--- config.mk ---
export PLATFORM = sky130hd
export DESIGN_NAME = isu_issue_window
export DESIGN_NICKNAME = d
export VERILOG_FILES = /design/src/rtl/isu_pkg.sv /design/src/rtl/isu_hazard.sv /design/src/rtl/isu_scoreboard.sv /design/src/rtl/isu_window.sv /design/src/rtl/isu_issue_window.sv
export SDC_FILE = /design/constraint.sdc
export NUM_CORES = 1
export LEC_CHECK = 0
export BUFFER_PORTS_ARGS = -buffer_cell sky130_fd_sc_hd__buf_4
export CAP_MARGIN = 10
export CORE_UTILIZATION = 47
export DETAILED_ROUTE_END_ITERATION = 10
export PLACE_DENSITY = 0.67
export SKIP_LAST_GASP = 1
export SYNTH_ARGS = -nofsm -noshare
export SYNTH_HDL_FRONTEND = slang
export SYNTH_SLANG_ARGS = --single-unit
--- constraint.sdc ---
create_clock -name clk -period 14.45 [get_ports clk]
set_input_delay 4.335 -clock clk [delete_from_list [all_inputs] [get_ports clk]]
set_output_delay 4.335 -clock clk [all_outputs]
set_load 0.02 [all_outputs]
--- src/rtl/isu_pkg.sv ---
package isu_pkg;
    typedef enum logic [1:0] {
        S_FILL  = 2'd0,
        S_DRAIN = 2'd1,
        S_GLIDE = 2'd2
    } win_state_e;
endpackage

--- src/rtl/isu_hazard.sv ---
module isu_hazard #(
    parameter int W    = 4,
    parameter int NREG = 16,
    parameter int RW   = $clog2(NREG),
    parameter int CW   = $clog2(W + 1)
) (
    input  logic                  en,
    input  logic [W-1:0]          occ,
    input  logic [W-1:0][RW-1:0]  ent_dst,
    input  logic [W-1:0][RW-1:0]  ent_sa,
    input  logic [W-1:0][RW-1:0]  ent_sb,
    input  logic [NREG-1:0]       pend,
    input  logic                  wb_valid,
    input  logic [RW-1:0]         wb_reg,
    output logic [W-1:0]          go,
    output logic [CW-1:0]         go_cnt
);
    logic [NREG-1:0] eff;
    logic [W-1:0]    blk;

    // writeback in the same cycle lifts the pending bit for this check
    always_comb begin
        eff = pend;
        if (wb_valid) eff[wb_reg] = 1'b0;
    end

    always_comb begin
        for (int i = 0; i < W; i++) begin
            blk[i] = 1'b0;
            if (ent_sa[i] != '0 && eff[ent_sa[i]])   blk[i] = 1'b1;
            if (ent_sb[i] != '0 && eff[ent_sb[i]])   blk[i] = 1'b1;
            if (ent_dst[i] != '0 && eff[ent_dst[i]]) blk[i] = 1'b1;
            for (int j = 0; j < W; j++) begin
                if (j < i) begin
                    if (ent_dst[j] != '0 &&
                        (ent_sa[i] == ent_dst[j] || ent_sb[i] == ent_dst[j] ||
                         ent_dst[i] == ent_dst[j]))
                        blk[i] = 1'b1;
                    if (ent_dst[i] != '0 &&
                        (ent_dst[i] == ent_sa[j] || ent_dst[i] == ent_sb[j]))
                        blk[i] = 1'b1;
                end
            end
        end
    end

    // in-order prefix: the chain breaks at the first blocked or empty slot
    always_comb begin
        go[0] = en & occ[0] & ~blk[0];
        for (int i = 1; i < W; i++)
            go[i] = go[i-1] & occ[i] & ~blk[i];
        go_cnt = '0;
        for (int i = 0; i < W; i++)
            go_cnt = go_cnt + CW'(go[i]);
    end
endmodule

--- src/rtl/isu_scoreboard.sv ---
module isu_scoreboard #(
    parameter int W    = 4,
    parameter int NREG = 16,
    parameter int RW   = $clog2(NREG)
) (
    input  logic                  clk,
    input  logic                  rst_n,
    input  logic [W-1:0]          go,
    input  logic [W-1:0][RW-1:0]  ent_dst,
    input  logic                  wb_valid,
    input  logic [RW-1:0]         wb_reg,
    output logic [NREG-1:0]       pend
);
    logic [NREG-1:0] set_vec;
    logic [NREG-1:0] clr_vec;

    always_comb begin
        set_vec = '0;
        clr_vec = '0;
        for (int i = 0; i < W; i++)
            if (go[i] && ent_dst[i] != '0) set_vec[ent_dst[i]] = 1'b1;
        if (wb_valid) clr_vec[wb_reg] = 1'b1;
    end

    always_ff @(posedge clk) begin
        if (!rst_n) pend <= '0;
        else        pend <= (pend & ~clr_vec) | set_vec;
    end

    p_reg0_free_r6: assert property (@(posedge clk) disable iff (!rst_n)
        !pend[0]);

    p_set_on_issue_r7: assert property (@(posedge clk) disable iff (!rst_n)
        1'b1 |=> ((pend & $past(set_vec)) == $past(set_vec)));

    p_clear_on_wb_r7: assert property (@(posedge clk) disable iff (!rst_n)
        (wb_valid && !set_vec[wb_reg]) |=> !pend[$past(wb_reg)]);
endmodule

--- src/rtl/isu_window.sv ---
module isu_window
    import isu_pkg::*;
#(
    parameter int W  = 4,
    parameter int RW = 4,
    parameter int CW = $clog2(W + 1),
    parameter int IW = (W > 1) ? $clog2(W) : 1
) (
    input  logic                  clk,
    input  logic                  rst_n,
    input  logic                  cfg_glide,
    input  logic                  in_valid,
    output logic                  in_ready,
    input  logic [RW-1:0]         in_dst,
    input  logic [RW-1:0]         in_sa,
    input  logic [RW-1:0]         in_sb,
    input  logic [W-1:0]          go,
    input  logic [CW-1:0]         go_cnt,
    output logic                  issue_en,
    output logic [W-1:0]          occ,
    output logic [W-1:0][RW-1:0]  e_dst,
    output logic [W-1:0][RW-1:0]  e_sa,
    output logic [W-1:0][RW-1:0]  e_sb
);
    win_state_e state, state_n;
    logic [CW-1:0] cnt, cnt_after, cnt_n;
    logic accept;
    logic [W-1:0][RW-1:0] n_dst, n_sa, n_sb;

    // output process: stream readiness and issue permission per state
    always_comb begin
        in_ready = 1'b0;
        issue_en = 1'b0;
        unique case (state)
            S_FILL:  in_ready = 1'b1;
            S_DRAIN: issue_en = 1'b1;
            S_GLIDE: begin
                issue_en = 1'b1;
                in_ready = (cnt < CW'(W));
            end
            default: ;
        endcase
    end

    assign accept    = in_valid & in_ready;
    assign cnt_after = cnt - go_cnt;
    assign cnt_n     = cnt_after + CW'(accept);

    always_comb begin
        for (int k = 0; k < W; k++) occ[k] = (k < int'(cnt));
    end

    // next-state process
    always_comb begin
        state_n = state;
        unique case (state)
            S_FILL:  if (cfg_glide)              state_n = S_GLIDE;
                     else if (cnt_n == CW'(W))   state_n = S_DRAIN;
            S_DRAIN: if (cfg_glide)              state_n = S_GLIDE;
                     else if (cnt_n == '0)       state_n = S_FILL;
            S_GLIDE: if (!cfg_glide)             state_n = (cnt_n == '0) ? S_FILL : S_DRAIN;
            default:                             state_n = S_FILL;
        endcase
    end

    // shift out issued entries, append the accepted one behind the rest
    always_comb begin
        n_dst = e_dst;
        n_sa  = e_sa;
        n_sb  = e_sb;
        for (int k = 0; k < W; k++) begin
            int sidx;
            sidx = k + int'(go_cnt);
            if (sidx < W && sidx < int'(cnt)) begin
                n_dst[k] = e_dst[sidx[IW-1:0]];
                n_sa[k]  = e_sa[sidx[IW-1:0]];
                n_sb[k]  = e_sb[sidx[IW-1:0]];
            end else if (accept && k == int'(cnt_after)) begin
                n_dst[k] = in_dst;
                n_sa[k]  = in_sa;
                n_sb[k]  = in_sb;
            end
        end
    end

    always_ff @(posedge clk) begin
        if (!rst_n) begin
            state <= S_FILL;
            cnt   <= '0;
            e_dst <= '0;
            e_sa  <= '0;
            e_sb  <= '0;
        end else begin
            state <= state_n;
            cnt   <= cnt_n;
            e_dst <= n_dst;
            e_sa  <= n_sa;
            e_sb  <= n_sb;
        end
    end

    p_prefix_r2: assert property (@(posedge clk) disable iff (!rst_n)
        (go & (go + W'(1))) == '0);

    p_fill_silent_r8: assert property (@(posedge clk) disable iff (!rst_n)
        (state == S_FILL) |-> (go == '0));

    p_drain_closed_r8: assert property (@(posedge clk) disable iff (!rst_n)
        (state == S_DRAIN) |-> !in_ready);

    p_glide_open_r9: assert property (@(posedge clk) disable iff (!rst_n)
        (state == S_GLIDE && cnt < CW'(W)) |-> in_ready);

    p_bound_r9: assert property (@(posedge clk) disable iff (!rst_n)
        (cnt <= CW'(W)) && (go_cnt <= cnt));

    p_drain_nonempty_r11: assert property (@(posedge clk) disable iff (!rst_n)
        (state == S_DRAIN) |-> (cnt != '0));
endmodule

--- src/rtl/isu_issue_window.sv ---
module isu_issue_window #(
    parameter int W    = 4,
    parameter int NREG = 16,
    parameter int RW   = $clog2(NREG)
) (
    input  logic                  clk,
    input  logic                  rst_n,
    input  logic                  cfg_glide,
    input  logic                  in_valid,
    output logic                  in_ready,
    input  logic [RW-1:0]         in_dst,
    input  logic [RW-1:0]         in_src_a,
    input  logic [RW-1:0]         in_src_b,
    input  logic                  wb_valid,
    input  logic [RW-1:0]         wb_reg,
    output logic [W-1:0]          iss_mask,
    output logic [W-1:0][RW-1:0]  iss_dst,
    output logic [W-1:0][RW-1:0]  iss_src_a,
    output logic [W-1:0][RW-1:0]  iss_src_b
);
    localparam int CW = $clog2(W + 1);

    logic                 issue_en;
    logic [W-1:0]         occ, go;
    logic [CW-1:0]        go_cnt;
    logic [W-1:0][RW-1:0] e_dst, e_sa, e_sb;
    logic [NREG-1:0]      pend;

    isu_window #(.W(W), .RW(RW)) u_win (
        .clk(clk), .rst_n(rst_n), .cfg_glide(cfg_glide),
        .in_valid(in_valid), .in_ready(in_ready),
        .in_dst(in_dst), .in_sa(in_src_a), .in_sb(in_src_b),
        .go(go), .go_cnt(go_cnt), .issue_en(issue_en), .occ(occ),
        .e_dst(e_dst), .e_sa(e_sa), .e_sb(e_sb)
    );

    isu_hazard #(.W(W), .NREG(NREG), .RW(RW)) u_haz (
        .en(issue_en), .occ(occ),
        .ent_dst(e_dst), .ent_sa(e_sa), .ent_sb(e_sb),
        .pend(pend), .wb_valid(wb_valid), .wb_reg(wb_reg),
        .go(go), .go_cnt(go_cnt)
    );

    isu_scoreboard #(.W(W), .NREG(NREG), .RW(RW)) u_sb (
        .clk(clk), .rst_n(rst_n), .go(go), .ent_dst(e_dst),
        .wb_valid(wb_valid), .wb_reg(wb_reg), .pend(pend)
    );

    always_comb begin
        iss_mask = go;
        for (int k = 0; k < W; k++) begin
            iss_dst[k]   = go[k] ? e_dst[k] : '0;
            iss_src_a[k] = go[k] ? e_sa[k]  : '0;
            iss_src_b[k] = go[k] ? e_sb[k]  : '0;
        end
    end
endmodule

==> results_dict.tcl <==
set metrics [dict create \
    r2r-end "u_win.e_sb[15]" \
    hold_buffers 0 \
    start_kind "primary input" \
    yosysTopAreaCell "dfxtp_1" \
    cts.repair.resized 0 \
    finalNetCount 1237 \
    cp_slowest_cell "o21ai_1" \
    setup_viol 0 \
    fin_ws_ps 1310 \
    synthFlopType "dfxtp_1" \
    cp_max_fo 24 \
    internal-power_mw 1.11 \
    synth_area_per_cell_um2 7.66 \
    synth.area.top_cells "dfxtp_1, mux4_2, mux2i_1, xnor2_1, xor2_1" \
    ys_warn_count 0 \
    p_sw_frac 0.542 \
    worst_skew_pair.late_latency_ps 360 \
    max_stage_delay_ps 910 \
    dp_hpwl_um 25300 \
    pin_count 74 \
    cts_buffer_depth 2 \
    routedWlPerCell_um 24.6 \
    hold_viol 0 \
    dieArea_um2 20300 \
    busiest_layer "met2" \
    synth_common_cells "nor2_1, clkbuf_1, nand2_1" \
    antenna_found_initial 0 \
    worst_slew_pin_slew_ps 1380 \
    slew_headroom 0.0735 \
    design.core.area_um2 19400 \
    rsz0062_at_grt "false" \
    netlist_instances 1213 \
    vias_per_cell 6.80 \
    cts.clk_slew.worst_paths_ps 60 \
    outcome "complete, no violations" \
    ir_drop_mv 0.258 \
    met1_usage 0.483 \
    pwr-share-clk 0.105 \
    antennaDiodeCount 0 \
    start_util 0.479 \
    seq_area_frac_synth 0.149 \
    crit_type "in -> out" \
    drtIter0Drc 1260 \
    min_period_over_period 0.909 \
    clock.fmax_mhz 76.1 \
    cts_tree "yes" \
    grt_pass1_vias 8983 \
    firstDrtPassIters 5 \
    grt_max_degree 57 \
    cts_made_buffers 9 \
    synth_cell_types 75 \
    finalMaxSlewViolations 0 \
    grt_pass1_wl_um 54000 \
    whs_endpoint "u_win.state[1]" \
    overflow 0 \
    routed_wl_um 35800 \
    cap_violations 0 \
    p_seq_frac 0.180 \
    met2_usage 0.532 \
    synth_edf_count 0 \
    p_sw_mw 1.32 \
    crit_path_end_kind "primary output" \
    gp_congestion 1.02 \
    port_buffers 73 \
    min_path_type "reg -> reg" \
    min_period_ps 13140 \
    arrival_ps 8800 \
    regToRegSetupSlack_ps 6560 \
    postSynth.asyncResetShare 0 \
    finalSetupTns_ps 0 \
    power_density_nw_per_um2 239 \
    cp_common_cell "buf_4" \
    p_leak_nw 3.94 \
    grtUsageTotal 0.351 \
    worstPathCellList "buf_4 -> nand3b_1 -> o21ai_1 -> mux4_2 -> a211oi_1 -> a211oi_4 -> nand2_2 -> nor3_4 -> buf_4 -> and3_1 -> inv_1 -> nor2_1 -> buf_4" \
    synth_seq_cells 69 \
    vias 9924 \
    cts_sinks 69 \
    synth_nets 1261 \
    post-cts-setup-buffers 0 \
    synth_area_um2 9290 \
    cts-htree-levels 3 \
    drc 0 \
    synth_top_area_share 0.149 \
    r2r_start "u_win.e_sb[5]" \
    cts-root-buf "clkbuf_16" \
    cp_data_required_time_ps 10110 \
    p_comb_frac 0.715 \
    reg2regPathDepth 23 \
    ant_nets 0 \
    min_path_cells 2 \
    drive_above_1_share 0.165 \
    use_met3 0.0784 \
    clock_skew_ps 12.9 \
    num_rows 51 \
    dieWidth_um 143 \
    area_growth_pct 9.79 \
    min_from "u_win.state[1]" \
    chipHeight_um 143 \
    post-place-ws_ps 1570 \
    synth.most_common_cell "nor2_1" \
]
kinds of logic (layout without fill, tap and decap cells):
logic type / Yosys count / after routing / share of synthesized area
mux: 115 / 115 / 0.169
fa+ha+maj: 27 / 27 / 0.0388
xor+xnor: 124 / 124 / 0.117
compound gates: 318 / 318 / 0.245
buf+inv: 186 / 167 / 0.0806
simple gates: 374 / 374 / 0.201
flops: 69 / 69 / 0.149
worst max-delay path, delay by kind of cell:
| family | cells | cell delay (ps) |
|---|---|---|
| AND/OR/NAND/NOR | 5 | 1950 |
| multiplexers | 1 | 400 |
| AO/OA/AOI/OAI | 3 | 1350 |
| buffers and inverters | 4 | 750 |
stage by stage:
step            util  instance area (µm²)  hold WS [ps]  instances  power [mW]
6_report       0.526                10200           498       1459        2.43
3_5_place_dp   0.509                 9870           488       1443        2.13
5_1_grt        0.526                10200           541       1459        2.58
4_1_cts        0.526                10200           497       1459        2.39
3_3_place_gp   0.509                 9870           485       1443        2.10
2_1_floorplan      -                 9290           469       1213        1.68
final cells by class:
class / instances / area [µm²]
Clock buffer: 9 / 225
Fill cell: 1929 / 9200
Tap cell: 265 / 332
Multi-Input combinational cell: 958 / 7170
Clock inverter: 7 / 103
Timing Repair Buffer: 111 / 833
Inverter: 40 / 150
Sequential cell: 69 / 1380
power by group through the flow:
| stage | Sequential, mW | Clock [mW] | Combinational [mW] |
|---|---|---|---|
| 2_1_floorplan | 0.285 | 0 | 1.40 |
| 3_3_place_gp | 0.431 | 0 | 1.67 |
| 3_5_place_dp | 0.432 | 0 | 1.70 |
| 4_1_cts | 0.429 | 0.256 | 1.71 |
| 5_1_grt | 0.441 | 0.261 | 1.88 |
| 6_report | 0.438 | 0.255 | 1.74 |
routing by layer:
layer  wire, µm  vias to the layer above
met5          0                        -
met4       1020                        0
met3       3990                       97
met2      15800                      667
met1      15000                     4754
li1           -                     4406
sequential cells by signal, summed over array words and instances (netlist names):
register / cells
u_win.e_sa: 16
u_sb.pend: 16
u_win.cnt: 3
u_win.e_sb: 16
u_win.e_dst: 16
u_win.state: 2
how the worst max path moves through the flow:
stage / cells past startpoint / from / endpoint / slack, ps
3_3_place_gp: 13 / wb_reg[3] / iss_dst[15] / 1730
2_1_floorplan: 14 / wb_reg[3] / iss_dst[15] / 2930
5_1_grt: 13 / wb_reg[3] / iss_dst[15] / 1160
3_5_place_dp: 13 / wb_reg[3] / iss_dst[15] / 1570
6_report: 13 / wb_reg[3] / iss_dst[15] / 1310
4_1_cts: 13 / wb_reg[3] / iss_dst[15] / 1560
layout by cell type, fill, tap and decap left out, types with 14 or more instances in the layout:
master / Yosys / layout
a211oi_1: 64 / 64
inv_1: 38 / 37
a31oi_1: 23 / 23
o211ai_1: 32 / 32
dfxtp_1: 69 / 69
o21ai_0: 36 / 36
nand3_1: 21 / 21
mux4_2: 32 / 32
a21oi_1: 42 / 42
o221ai_1: 14 / 14
xnor2_1: 69 / 69
mux2i_1: 69 / 69
nand4_1: 26 / 26
ha_1: 24 / 24
buf_4: 2 / 111
nor4_1: 22 / 22
xor2_1: 55 / 55
nor2b_1: 24 / 24
and3_1: 18 / 18
nor2_1: 124 / 124
and2_1: 27 / 27
nand2_1: 73 / 73
mux2_2: 14 / 14
Note: power is estimated with default switching activity, not from simulation.
